$ cat src/rtl/tmr_pkg.sv
package tmr_pkg;

    localparam logic [31:0] OFS_CTRL  = 32'h00;
    localparam logic [31:0] OFS_COUNT = 32'h04;
    localparam logic [31:0] CH_BASE   = 32'h10;
    localparam logic [31:0] CH_STRIDE = 32'h10;
    localparam logic [3:0]  CH_CTL    = 4'h0;
    localparam logic [3:0]  CH_FLAG   = 4'h4;
    localparam logic [3:0]  CH_CMP    = 4'h8;

    typedef enum logic [2:0] {
        RK_NONE,
        RK_CTRL,
        RK_COUNT,
        RK_CH_CTL,
        RK_CH_FLAG,
        RK_CH_CMP
    } reg_kind_e;

    typedef struct packed {
        reg_kind_e  kind;
        logic [7:0] ch;
    } reg_sel_t;

    // Map a byte offset to a register kind and channel index
    function automatic reg_sel_t decode(input logic [31:0] a, input int unsigned nch);
        reg_sel_t    s;
        logic [31:0] rel;
        s.kind = RK_NONE;
        s.ch   = '0;
        rel    = a - CH_BASE;
        if (a == OFS_CTRL) begin
            s.kind = RK_CTRL;
        end else if (a == OFS_COUNT) begin
            s.kind = RK_COUNT;
        end else if (a >= CH_BASE && a < CH_BASE + CH_STRIDE * nch) begin
            s.ch = rel[11:4];
            case (rel[3:0])
                CH_CTL:  s.kind = RK_CH_CTL;
                CH_FLAG: s.kind = RK_CH_FLAG;
                CH_CMP:  s.kind = RK_CH_CMP;
                default: s.kind = RK_NONE;
            endcase
        end
        return s;
    endfunction

    function automatic logic [31:0] ch_addr(input int unsigned n, input logic [3:0] ofs);
        return CH_BASE + CH_STRIDE * n + {28'd0, ofs};
    endfunction

endpackage

$ cat src/rtl/tmr_prescaler.sv
module tmr_prescaler #(
    parameter int unsigned PRE_W = 8
) (
    input  logic             clk,
    input  logic             rst,
    input  logic             run_en,
    input  logic             frz_en,
    input  logic             dbg_halt,
    input  logic [PRE_W-1:0] pre,
    output logic             tick
);
    logic [PRE_W-1:0] div_q;
    logic             active;

    always_comb begin
        active = run_en && !(frz_en && dbg_halt);
        tick   = active && (div_q == pre);
    end

    always_ff @(posedge clk) begin
        if (rst || !run_en) begin
            div_q <= '0;
        end else if (active) begin
            div_q <= tick ? '0 : div_q + 1'b1;
        end
    end
endmodule

$ cat src/rtl/tmr_counter.sv
module tmr_counter #(
    parameter int unsigned DATA_W = 32
) (
    input  logic              clk,
    input  logic              rst,
    input  logic              tick,
    input  logic              ld,
    input  logic [DATA_W-1:0] ld_val,
    output logic [DATA_W-1:0] cnt_q,
    output logic [DATA_W-1:0] cnt_nxt
);
    assign cnt_nxt = cnt_q + 1'b1;

    always_ff @(posedge clk) begin
        if (rst) begin
            cnt_q <= '0;
        end else if (ld) begin
            cnt_q <= ld_val;
        end else if (tick) begin
            cnt_q <= cnt_nxt;
        end
    end
endmodule

$ cat src/rtl/tmr_channel.sv
module tmr_channel #(
    parameter int unsigned DATA_W = 32
) (
    input  logic              clk,
    input  logic              rst,
    input  logic              tick,
    input  logic              cnt_ld,
    input  logic [DATA_W-1:0] cnt_nxt,
    input  logic              ctl_wr,
    input  logic              flag_wr,
    input  logic              cmp_wr,
    input  logic [DATA_W-1:0] wdata,
    output logic              en_q,
    output logic              flag_q,
    output logic [DATA_W-1:0] cmp_q,
    output logic              irq
);
    logic hit;

    always_comb begin
        hit = tick && !cnt_ld && en_q && (cnt_nxt == cmp_q);
        irq = flag_q && en_q;
    end

    always_ff @(posedge clk) begin
        if (rst) begin
            en_q   <= 1'b0;
            flag_q <= 1'b0;
            cmp_q  <= '0;
        end else begin
            if (ctl_wr) en_q <= wdata[0];
            if (cmp_wr) cmp_q <= wdata;
            if (hit) begin
                flag_q <= 1'b1;
            end else if (flag_wr && wdata[0]) begin
                flag_q <= 1'b0;
            end
        end
    end
endmodule

$ cat src/rtl/tmr_regbank.sv
module tmr_regbank
    import tmr_pkg::*;
#(
    parameter int unsigned DATA_W = 32,
    parameter int unsigned ADDR_W = 8,
    parameter int unsigned NCH    = 4,
    parameter int unsigned PRE_W  = 8
) (
    input  logic                       clk,
    input  logic                       rst,
    input  logic                       bus_sel,
    input  logic                       bus_wr,
    input  logic [ADDR_W-1:0]          bus_addr,
    input  logic                       wd_run,
    input  logic                       wd_frz,
    input  logic [PRE_W-1:0]           wd_pre,
    input  logic [DATA_W-1:0]          cnt_q,
    input  logic [NCH-1:0]             ch_en,
    input  logic [NCH-1:0]             ch_flag,
    input  logic [NCH-1:0][DATA_W-1:0] ch_cmp,
    output logic [DATA_W-1:0]          bus_rdata,
    output logic                       ctrl_en,
    output logic                       ctrl_frz,
    output logic [PRE_W-1:0]           ctrl_pre,
    output logic                       cnt_wr,
    output logic [NCH-1:0]             ch_ctl_wr,
    output logic [NCH-1:0]             ch_flag_wr,
    output logic [NCH-1:0]             ch_cmp_wr
);
    localparam int unsigned PRE_LSB = 8;

    reg_sel_t sel;
    logic     wr_go;

    always_comb begin
        sel    = decode(32'(bus_addr), NCH);
        wr_go  = bus_sel && bus_wr;
        cnt_wr = wr_go && (sel.kind == RK_COUNT);
        for (int i = 0; i < NCH; i++) begin
            ch_ctl_wr[i]  = wr_go && (sel.kind == RK_CH_CTL)  && (sel.ch == 8'(i));
            ch_flag_wr[i] = wr_go && (sel.kind == RK_CH_FLAG) && (sel.ch == 8'(i));
            ch_cmp_wr[i]  = wr_go && (sel.kind == RK_CH_CMP)  && (sel.ch == 8'(i));
        end
    end

    always_ff @(posedge clk) begin
        if (rst) begin
            ctrl_en  <= 1'b0;
            ctrl_frz <= 1'b0;
            ctrl_pre <= '0;
        end else if (wr_go && sel.kind == RK_CTRL) begin
            ctrl_en  <= wd_run;
            ctrl_frz <= wd_frz;
            ctrl_pre <= wd_pre;
        end
    end

    always_comb begin
        bus_rdata = '0;
        if (bus_sel) begin
            case (sel.kind)
                RK_CTRL: begin
                    bus_rdata[0]                = ctrl_en;
                    bus_rdata[1]                = ctrl_frz;
                    bus_rdata[PRE_LSB +: PRE_W] = ctrl_pre;
                end
                RK_COUNT: bus_rdata = cnt_q;
                RK_CH_CTL: begin
                    for (int i = 0; i < NCH; i++)
                        if (sel.ch == 8'(i)) bus_rdata[0] = ch_en[i];
                end
                RK_CH_FLAG: begin
                    for (int i = 0; i < NCH; i++)
                        if (sel.ch == 8'(i)) bus_rdata[0] = ch_flag[i];
                end
                RK_CH_CMP: begin
                    for (int i = 0; i < NCH; i++)
                        if (sel.ch == 8'(i)) bus_rdata = ch_cmp[i];
                end
                default: bus_rdata = '0;
            endcase
        end
    end
endmodule

$ cat src/rtl/sys_cmp_timer.sv
module sys_cmp_timer #(
    parameter int unsigned DATA_W = 32,
    parameter int unsigned ADDR_W = 8,
    parameter int unsigned NCH    = 4,
    parameter int unsigned PRE_W  = 8
) (
    input  logic              clk,
    input  logic              rst,
    input  logic              dbg_halt,
    input  logic              bus_sel,
    input  logic              bus_wr,
    input  logic [ADDR_W-1:0] bus_addr,
    input  logic [DATA_W-1:0] bus_wdata,
    output logic [DATA_W-1:0] bus_rdata,
    output logic [NCH-1:0]    irq
);
    localparam int unsigned PRE_LSB = 8;

    logic                       ctrl_en;
    logic                       ctrl_frz;
    logic [PRE_W-1:0]           ctrl_pre;
    logic                       cnt_wr;
    logic                       tick;
    logic [DATA_W-1:0]          cnt_q;
    logic [DATA_W-1:0]          cnt_nxt;
    logic [NCH-1:0]             ch_ctl_wr;
    logic [NCH-1:0]             ch_flag_wr;
    logic [NCH-1:0]             ch_cmp_wr;
    logic [NCH-1:0]             ch_en;
    logic [NCH-1:0]             ch_flag;
    logic [NCH-1:0][DATA_W-1:0] ch_cmp;

    tmr_regbank #(
        .DATA_W(DATA_W), .ADDR_W(ADDR_W), .NCH(NCH), .PRE_W(PRE_W)
    ) u_regs (
        .clk        (clk),
        .rst        (rst),
        .bus_sel    (bus_sel),
        .bus_wr     (bus_wr),
        .bus_addr   (bus_addr),
        .wd_run     (bus_wdata[0]),
        .wd_frz     (bus_wdata[1]),
        .wd_pre     (bus_wdata[PRE_LSB +: PRE_W]),
        .cnt_q      (cnt_q),
        .ch_en      (ch_en),
        .ch_flag    (ch_flag),
        .ch_cmp     (ch_cmp),
        .bus_rdata  (bus_rdata),
        .ctrl_en    (ctrl_en),
        .ctrl_frz   (ctrl_frz),
        .ctrl_pre   (ctrl_pre),
        .cnt_wr     (cnt_wr),
        .ch_ctl_wr  (ch_ctl_wr),
        .ch_flag_wr (ch_flag_wr),
        .ch_cmp_wr  (ch_cmp_wr)
    );

    tmr_prescaler #(.PRE_W(PRE_W)) u_pre (
        .clk      (clk),
        .rst      (rst),
        .run_en   (ctrl_en),
        .frz_en   (ctrl_frz),
        .dbg_halt (dbg_halt),
        .pre      (ctrl_pre),
        .tick     (tick)
    );

    tmr_counter #(.DATA_W(DATA_W)) u_cnt (
        .clk     (clk),
        .rst     (rst),
        .tick    (tick),
        .ld      (cnt_wr),
        .ld_val  (bus_wdata),
        .cnt_q   (cnt_q),
        .cnt_nxt (cnt_nxt)
    );

    for (genvar g = 0; g < NCH; g++) begin : g_ch
        tmr_channel #(.DATA_W(DATA_W)) u_ch (
            .clk     (clk),
            .rst     (rst),
            .tick    (tick),
            .cnt_ld  (cnt_wr),
            .cnt_nxt (cnt_nxt),
            .ctl_wr  (ch_ctl_wr[g]),
            .flag_wr (ch_flag_wr[g]),
            .cmp_wr  (ch_cmp_wr[g]),
            .wdata   (bus_wdata),
            .en_q    (ch_en[g]),
            .flag_q  (ch_flag[g]),
            .cmp_q   (ch_cmp[g]),
            .irq     (irq[g])
        );
    end
endmodule

$ cat config.mk
export PLATFORM = sky130hd
export DESIGN_NAME = sys_cmp_timer
export DESIGN_NICKNAME = d
export VERILOG_FILES = /design/src/rtl/tmr_pkg.sv /design/src/rtl/tmr_prescaler.sv /design/src/rtl/tmr_counter.sv /design/src/rtl/tmr_channel.sv /design/src/rtl/tmr_regbank.sv /design/src/rtl/sys_cmp_timer.sv
export SDC_FILE = /design/constraint.sdc
export NUM_CORES = 1
export LEC_CHECK = 0
export BUFFER_PORTS_ARGS = -buffer_cell sky130_fd_sc_hd__buf_2
export CAP_MARGIN = 5
export CORE_MARGIN = 3
export CORE_UTILIZATION = 40
export DETAILED_ROUTE_END_ITERATION = 8
export GPL_ROUTABILITY_DRIVEN = 0
export GPL_TIMING_DRIVEN = 0
export SLEW_MARGIN = 20
export SYNTH_ARGS = -nofsm -noshare
export SYNTH_HDL_FRONTEND = slang
export SYNTH_HIERARCHICAL = 1
export SYNTH_SLANG_ARGS = --single-unit
$ cat constraint.sdc
create_clock -name clk -period 5.75 [get_ports clk]
set_clock_uncertainty 0.05 [all_clocks]
set_input_delay 0.8625 -clock clk [delete_from_list [all_inputs] [get_ports clk]]
set_output_delay 0.8625 -clock clk [all_outputs]
set_load 0.05 [all_outputs]
### After elaboration in Yosys (flattened, before gate mapping)

Cells that the tools add are included.

* bits of input ports: 45
* word-level logic and storage cells: 124
* flip-flop bits (word level): 186
* output and inout port bits: 36

* reduce and logical (&&, ||, !) cells: 51
* $lt $le $gt $ge: 2
* multiplexer cells: 35
* add/sub/neg operators: 3
* equality and inequality tests: 16

Operators with widths (number)
* $mux 32: 7
* $eq 32x32->1: 4
* $logic_and 1x1->1: 39
* $add 32x1->32 const B: 1
* $pmux 16 s2: 1
* $mux 8: 3
* $pmux 8 s3: 1
* $eq 8x2->1 const B: 2
* $logic_not 8->1: 2
* $mux 1: 16
* $pmux 6 s2: 1
* $mux 11: 1
* $reduce_bool 2->1: 5
* $pmux 3 s3: 1
* $sub 8x5->9 const B: 1
* $add 8x1->8 const B: 1
* $eq 8x1->1 const B: 1
* $eq 8x3->1 const B: 1
* $eq 8x8->1: 1
* $ge 8x5->1 const B: 1
* $lt 8x7->1 const B: 1
* $eq 3x2->1 const B: 2
* $eq 3x3->1 const B: 2
* $mux 3: 2
* other kinds (8): 10

### Longest topological paths before layout

Gate-level depths: netlist of run 1.

* depth after elaboration: 13
* gate-level depth with buffers: 14
* gate-level depth less buffers: 11

### Hierarchy

Netlist of run 1, hierarchy kept.

By module, submodules not included
* tmr_channel: cells an instance 156, area each 1557.7 sq um, times used 4, seq. area each 680.7 sq um
* tmr_counter: cells an instance 345, area each 2627.5 sq um, times used 1, seq. area each 640.6 sq um
* tmr_regbank: cells an instance 273, area each 2060.7 sq um, times used 1, seq. area each 200.2 sq um
* tmr_prescaler: cells an instance 54, area each 526.8 sq um, times used 1, seq. area each 160.2 sq um

### Worst setup path after synthesis of run 1

No wires, ideal clock.

* path kind: in2out
* start point: input port bus_addr[4]
* end point: output port bus_rdata[18]
* data arrival time: 3.752 ns
* path buffers: 3
* path slack: 1.086 ns
* required time: 4.838 ns
* stages: 10
* cells stage by stage: buf_4 > inv_1 > ha_1 > or4b_1 > o21bai_1 > a211o_1 > buf_2 > clkbuf_1 > a222oi_1 > o21ai_0

* longest elaborated chain between the ends: 12
* elaborated cells on any way between the ends: 23
* those cells by class: add/sub (1); order compare (2); eq/ne (6); mux (11); reduce/logical (3)

Ends and longest elaborated chain
* start, declared: line sys_cmp_timer.sv:12 `input logic [ADDR_W-1:0] bus_addr,`
* $ge 8x5->1 / $lt 8x7->1 (equally long branches): line tmr_pkg.sv:36 `end else if (a >= CH_BASE && a < CH_BASE + CH_STRIDE * nch) begin`
* $logic_and 1x1->1: line tmr_pkg.sv:36
* $mux 11: line tmr_pkg.sv:36
* $mux 8: line tmr_pkg.sv:34 `end else if (a == OFS_COUNT) begin`
* $mux 8: line tmr_pkg.sv:32 `if (a == OFS_CTRL) begin`
* $logic_not 8->1: line tmr_regbank.sv:78 `if (sel.ch == 8'(i)) bus_rdata = ch_cmp[i];`
* $mux 32 (4 in a row): line tmr_regbank.sv:78
* $pmux 16 s2 *: line tmr_regbank.sv:61 `case (sel.kind)`
* $mux 32 *: line tmr_regbank.sv:60 `if (bus_sel) begin`
* end, declared: line sys_cmp_timer.sv:14 `output logic [DATA_W-1:0] bus_rdata,`

Mark *: on every way between the ends. The rest lies on a longest branch, timed or not.

### Final worst setup path of run 1

* start point: input port bus_addr[4]
* end point: register u_cnt.cnt_q[1]

* longest elaborated chain between the ends: 8
* elaborated cells on any way between the ends: 12
* those cells by class: order compare (2); eq/ne (2); mux (4); reduce/logical (4)

Ends and longest elaborated chain
* $ge 8x5->1 / $lt 8x7->1 (equally long branches): line tmr_pkg.sv:36
* $logic_and 1x1->1: line tmr_pkg.sv:36
* $mux 11: line tmr_pkg.sv:36
* $mux 3: line tmr_pkg.sv:34
* $mux 3 *: line tmr_pkg.sv:32
* $eq 3x2->1 *: line tmr_regbank.sv:38 `cnt_wr = wr_go && (sel.kind == RK_COUNT);`
* $logic_and 1x1->1 *: line tmr_regbank.sv:38
* via cnt_wr: line sys_cmp_timer.sv:22 `logic cnt_wr;`
* $mux 32 / $reduce_bool 2->1 (equally long branches)
* end signal, assigned: line tmr_counter.sv:18 `cnt_q <= ld_val;`
* end signal, assigned: line tmr_counter.sv:20 `cnt_q <= cnt_nxt;`
* end, declared: line tmr_counter.sv:9 `output logic [DATA_W-1:0] cnt_q,`

The timed path passes the listed nets; every way through them passes the cells marked *.
A chain may end at the register's enable or synchronous reset.

==> results of run 1 <==
sequential cells by signal, indices dropped and copies added, names as in the netlist:
| signal | count |
|---|---|
| g_ch.u_ch/cmp_q | 128 |
| u_cnt/cnt_q | 32 |
| u_pre/div_q | 8 |
| u_regs/ctrl_pre | 8 |
| g_ch.u_ch/en_q | 4 |
| g_ch.u_ch/flag_q | 4 |
| u_regs/ctrl_en | 1 |
| u_regs/ctrl_frz | 1 |
worst max-delay path, stage by stage:
cell	delay (ns)
buf_2	0.11
buf_4	0.15
inv_1	0.08
ha_1	0.22
or4b_1	0.56
nor3_2	0.23
nand2_1	0.31
nor2_1	0.86
and2_1	0.49
clkbuf_1	0.45
clkbuf_1	0.54
clkbuf_1	0.61
nor2_1	0.11
a21oi_1	0.14
nor2_1	0.05
Yosys cell counts, types with 7 or more instances:
master,instances
a2111oi_0,10
a211oi_1,10
a21oi_1,16
a222oi_1,29
a311oi_1,7
and2_1,10
and3_1,14
and4_1,7
buf_2,24
buf_6,11
clkbuf_1,51
dfxtp_1,186
inv_1,19
mux2_1,9
mux2_2,15
mux2_4,7
mux2i_1,154
nand2_1,65
nand3_1,38
nand3b_1,8
nand4_1,50
nor2_1,195
nor3_1,16
nor4_1,18
o21ai_0,14
o21ai_1,21
o22ai_1,8
or3_1,8
xnor2_1,98
xor2_1,84
stage by stage:
| stage | instance area, sq um | hold WS (ns) | util | std cells |
|---|---|---|---|---|
| after floorplan | 11400 | 0.406 | - | 1296 |
| after global placement | 12300 | 0.445 | 0.439 | 1751 |
| after detailed placement | 12300 | 0.445 | 0.440 | 1752 |
| after CTS | 12900 | 0.459 | 0.461 | 1784 |
| after global routing | 12900 | 0.490 | 0.461 | 1784 |
| final | 12900 | 0.465 | 0.461 | 1784 |
area by class of cell:
type | count | share of cell area
timing repair buffer | 78 | 0.0305
clock buffer | 17 | 0.0330
buffer | 96 | 0.0391
inverter | 20 | 0.00582
tap | 378 | 0.0367
clock inverter | 15 | 0.0118
multi-input combinational | 994 | 0.555
sequential | 186 | 0.289
kinds of logic after synthesis:
kind of cell,synth area share
DFF,0.325
and+or+nand+nor,0.211
adders and majority gates,0.00634
xor gates and xnor gates,0.144
muxes,0.167
AOI/OAI and AO/OA,0.0957
buffers and inverters,0.0506
metal layers:
metal / share of wire / global-route usage
met4: 0.039 / 0.111
met5: 0 / 0
met1: 0.43 / 0.391
met2: 0.44 / 0.430
met3: 0.10 / 0.0504
cells in the final DEF, fill, tap and decap left out, drive strengths merged, types with 15 or more instances in the layout:
master  count
buf       121
nor3       18
nor2      195
o21ai      35
inv        29
a222oi     29
nand2      66
a21oi      16
and3       15
mux2       31
nand4      52
dfxtp     186
xor2       84
nand3      38
nor4       23
mux2i     154
clkbuf     68
xnor2     101
worst paths after layout:
kind | endpoint | slack [ns] | cells after the start
setup / recovery | u_cnt/cnt_q[1]$_SDFFE_PP0P_ | 0.22 | 15
hold / removal | g_ch[2].u_ch/flag_q$_SDFFE_PP0P_ | 0.47 | 2
setup reg to reg | g_ch[2].u_ch/flag_q$_SDFFE_PP0P_ | 1.37 | 11
hold reg to reg | g_ch[2].u_ch/flag_q$_SDFFE_PP0P_ | 0.47 | 2
report_power, final:
part	internal (uW)	switching, uW	total, uW	leakage, uW
registers	1290	2.94	1290	0.00150
clock network	616	583	1200	0.000278
logic	50.4	142	193	0.00306
==> results_dict.tcl, run 1 <==
set metrics [dict create \
    ys_ff_latch 186 \
    tritoncts "done" \
    critical_path.max_fanout 10 \
    wl_um 44000 \
    ctsHoldBuffers 0 \
    via_per_inst 5.97 \
    hold_violations 0 \
    fillCellCount 2790 \
    async_flop_share 0 \
    dp_slack_ns 0.0840 \
    yosysTopAreaCell "dfxtp_1" \
    rr_startpoint "u_cnt/cnt_q[15]$_SDFFE_PP0P_" \
    min_path_type "flop to flop" \
    clock_path_buffers 2 \
    die_x_um 175 \
    power_density_mw_per_mm2 208 \
    cts_root_buf "clkbuf_16" \
    die_area_sq_mm 0.0307 \
    cellLeakagePower_uw 0.00483 \
    yosysSeqAreaShare 0.325 \
    drt_iter0_drc 1322 \
    slew_viol_final 0 \
    nets 1443 \
    start_util 0.409 \
    max_freq_ghz 0.181 \
    setup_tns_ns 0 \
    grt_pass1_vias 10000 \
    numCtsBuffers 17 \
    finalCriticalPeriod_ns 5.53 \
    dp_hpwl_um 32300 \
    finalWorstSetupSlack_ns 0.223 \
    vdd_drop_max_mv 0.200 \
    slew_headroom 0.276 \
    wl_per_cell_um 24.6 \
    syn_to_final_growth_pct 12.7 \
    num_antenna_cells 0 \
    finalPower_uw 2680 \
    grt_max_degree 19 \
    crit_path_end_kind "flop" \
    row_count 61 \
    crit_type "input port to flop" \
    antenna_found_initial 0 \
    maxCapViolations 0 \
    tightestPinTransition_ns 1.09 \
    dr_total_vias 10700 \
    drt_first_pass_iters 8 \
    synth_edf_count 0 \
    gr-usage-all-layers 0.281 \
    synth_top_area_share 0.325 \
    startpoint "bus_addr[4]" \
    yosys_warnings 6 \
    hold_start "g_ch[2].u_ch/flag_q$_SDFFE_PP0P_" \
    port_buffers 77 \
    netlist_top_cells_area "dfxtp_1 33%, mux2i_1 13%, xnor2_1 7.5%" \
    rsz0062_at_grt "false" \
    seq_area_sq_mm 0.00372 \
    grt_pass1_wl_um 64900 \
    cts.sinks 186 \
    arrival_ns 5.78 \
    finalCritPeriodShare 0.961 \
    outcome "finished clean" \
    core_sq_mm 0.0280 \
    num_io_pins 81 \
    postCtsSetupBuffers 0 \
    required_ns 6.00 \
    syn-num-nets 1346 \
    drc_errors 0 \
    syn_avg_cell_area_sq_um 8.83 \
    synth_cells 1296 \
    start_kind "input port" \
    cts.repair.resized 0 \
    clk_pin_slew_worst_paths_ns 0.08 \
    postRouteAntennaNets 0 \
    cts-htree-levels 4 \
    synth.distinct_cells 74 \
    synth_ff_type "dfxtp_1" \
    fp.dieH_um 175 \
    multi_input_area_sq_mm 0.00715 \
    drive_above_1_share 0.145 \
    setup_viol 0 \
    grt_overflow 0 \
    syn-cell-area_sq_mm 0.0114 \
    clock_latency_ns 0.44 \
]
Note: power is estimated with default switching activity, not from simulation.
==> run 2, diff against run 1 <==
--- a/config.mk
+++ b/config.mk
@@ -9,6 +9,7 @@
 export CAP_MARGIN = 5
 export CORE_MARGIN = 3
 export CORE_UTILIZATION = 40
+export CTS_BUF_LIST = sky130_fd_sc_hd__clkbuf_2
 export DETAILED_ROUTE_END_ITERATION = 8
 export GPL_ROUTABILITY_DRIVEN = 0
 export GPL_TIMING_DRIVEN = 0
==> run 2 against run 1 <==
Global-route usage is 0.17 points lower. Die area stayed put. First-iteration DRC count is 5.1% higher. Combinational power hardly changed. Final area is 2.6% lower. Critical path depth is 3 lower. Largest cell class unchanged. Largest power group unchanged.
==> results_dict.tcl, run 2 (synthesized netlist as in run 1, its figures left out) <==
set metrics [dict create \
    outcome "finished clean" \
    grt_max_degree 19 \
    utilization 0.449 \
    arrival_ns 4.57 \
    drt_first_pass_iters 7 \
    clk_pin_slew_worst_paths_ns 0.31 \
    numCtsBuffers 17 \
    ctsHoldBuffers 0 \
    cp_top_family "simple AND/OR/NAND/NOR gates" \
    cts.repair.resized 0 \
    holdPathEnd "u_cnt/cnt_q[27]$_SDFFE_PP0P_" \
    seq_area_sq_mm 0.00372 \
    antenna_found_initial 1 \
    postRouteAntennaNets 0 \
    via_per_inst 5.94 \
    port_buffers 77 \
    postCtsSetupBuffers 0 \
    largest_reg_flops 128 \
    crit_type "input port to output port" \
    vdd_drop_max_mv 0.0851 \
    grt_pass1_wl_um 64500 \
    power_density_mw_per_mm2 175 \
    regMostFlops "g_ch.u_ch/cmp_q" \
    min_path_type "input port to flop" \
    start_kind "input port" \
    row_count 61 \
    r2r_slack_ns 1.32 \
    cts-htree-levels 4 \
    nets 1443 \
    gr-usage-all-layers 0.279 \
    die_area_sq_mm 0.0307 \
    wl_um 43700 \
    drt_iter0_drc 1389 \
    clock_latency_ns 0.80 \
    slew_viol_final 0 \
    drc_errors 0 \
    critical_path_buf_inv_count 5 \
    core_sq_mm 0.0280 \
    most-common-layout-cells "195 x nor2_1, 186 x dfxtp_1, 154 x mux2i_1" \
    required_ns 4.84 \
    top_regs "g_ch.u_ch/cmp_q (128), u_cnt/cnt_q (32)" \
    slowest_stage "nor2_1" \
    rr_startpoint "u_cnt/cnt_q[15]$_SDFFE_PP0P_" \
    hold_start "bus_wdata[27]" \
    crit_chain "buf_2 > buf_4 > inv_1 > ha_1 > or4b_1 > nor3_2 > nand2_1 > nor2_1 > clkbuf_1 > nand2_1 > o21ai_1 > buf_2" \
    setup_viol 0 \
    slew_headroom 0.294 \
    start_util 0.409 \
    rsz0062_at_grt "false" \
    grt_pass1_vias 10000 \
    drive_above_1_share 0.145 \
    max_freq_ghz 0.182 \
    dr_total_vias 10600 \
    multi_input_area_sq_mm 0.00715 \
    crit-reg2reg-capture "g_ch[3].u_ch/flag_q$_SDFFE_PP0P_" \
    finalCritPeriodShare 0.953 \
    wl_per_cell_um 24.5 \
    die_x_um 175 \
    cpPeakStageDelay_ns 0.85 \
    clock_path_buffers 2 \
    final_common_cell "nor2_1" \
    syn_to_final_growth_pct 9.76 \
    finalCriticalPeriod_ns 5.48 \
    tritoncts "done" \
    critical_path.max_fanout 10 \
    tightestPinTransition_ns 1.06 \
    reg2regPathDepth 11 \
    cellLeakagePower_uw 0.00469 \
    grt_overflow 0 \
    hold_violations 0 \
    whs_path_depth 3 \
    crit_path_end_kind "output port" \
    num_io_pins 81 \
    dp_hpwl_um 32300 \
    fp.dieH_um 175 \
    fillCellCount 2831 \
    maxCapViolations 0 \
    cts.sinks 186 \
    setup_tns_ns 0 \
    cts_root_buf "clkbuf_2" \
]
==> run 2: cell types whose count changed in the layout (fill, tap and decap cells not counted) <==
cell	delta
clkbuf_16	-17
clkbuf_2	+17
diode_2	+1
==> run 2: through the flow <==
stage	hold WS (ns)	total power (uW)	cells	setup WS (ns)	area, sq um
3_3_place_gp	0.445	1510	1751	0.122	12300
6_report	0.285	2200	1785	0.270	12600
4_1_cts	0.217	2200	1784	0.403	12600
5_1_grt	0.225	2270	1785	0.160	12600
2_1_floorplan	0.406	1410	1296	1.09	11400
3_5_place_dp	0.445	1510	1752	0.0840	12300
==> run 2: worst register-to-register path, delay by kind of cell, from the launching register on <==
kind	cells	cell delay, ns
and+or+nand+nor	6	2.07
buffers and inverters	2	0.85
xor gates and xnor gates	2	0.83
DFF	1	0.44
AOI/OAI and AO/OA	1	0.14
==> run 2: layer usage <==
metal | track usage | up-vias | wire length, um
li1 | - | 4836 | -
met1 | 0.389 | 5132 | 18900
met2 | 0.429 | 553 | 18900
met3 | 0.0526 | 90 | 4070
met4 | 0.104 | 0 | 1770
met5 | 0 | - | 0
==> run 2: area by class of cell <==
type / count / share of cell area
Antenna cell: 1 / 0.000199
Buffer: 96 / 0.0401
Sequential cell: 186 / 0.296
Clock buffer: 17 / 0.00677
Multi-Input combinational cell: 994 / 0.569
Inverter: 20 / 0.00598
Timing Repair Buffer: 78 / 0.0313
Clock inverter: 15 / 0.0122
Tap cell: 378 / 0.0376
==> run 2: worst max-delay path by stage <==
stage / from / end / slack [ns] / cells after the start
after global placement: bus_addr[4] / u_cnt/cnt_q[1]$_SDFFE_PP0P_ / 0.12 / 15
after detailed placement: bus_addr[4] / u_cnt/cnt_q[1]$_SDFFE_PP0P_ / 0.08 / 15
final: bus_addr[4] / bus_rdata[16] / 0.27 / 12
after global routing: bus_addr[4] / bus_rdata[16] / 0.16 / 12
after CTS: bus_addr[4] / bus_rdata[16] / 0.40 / 12
after floorplan: bus_addr[4] / bus_rdata[18] / 1.09 / 10
==> run 2: where the power goes <==
part,switching (uW),internal [uW]
clock,527,176
combinational,141,50.4
sequential,3.00,1300
total,672,1520
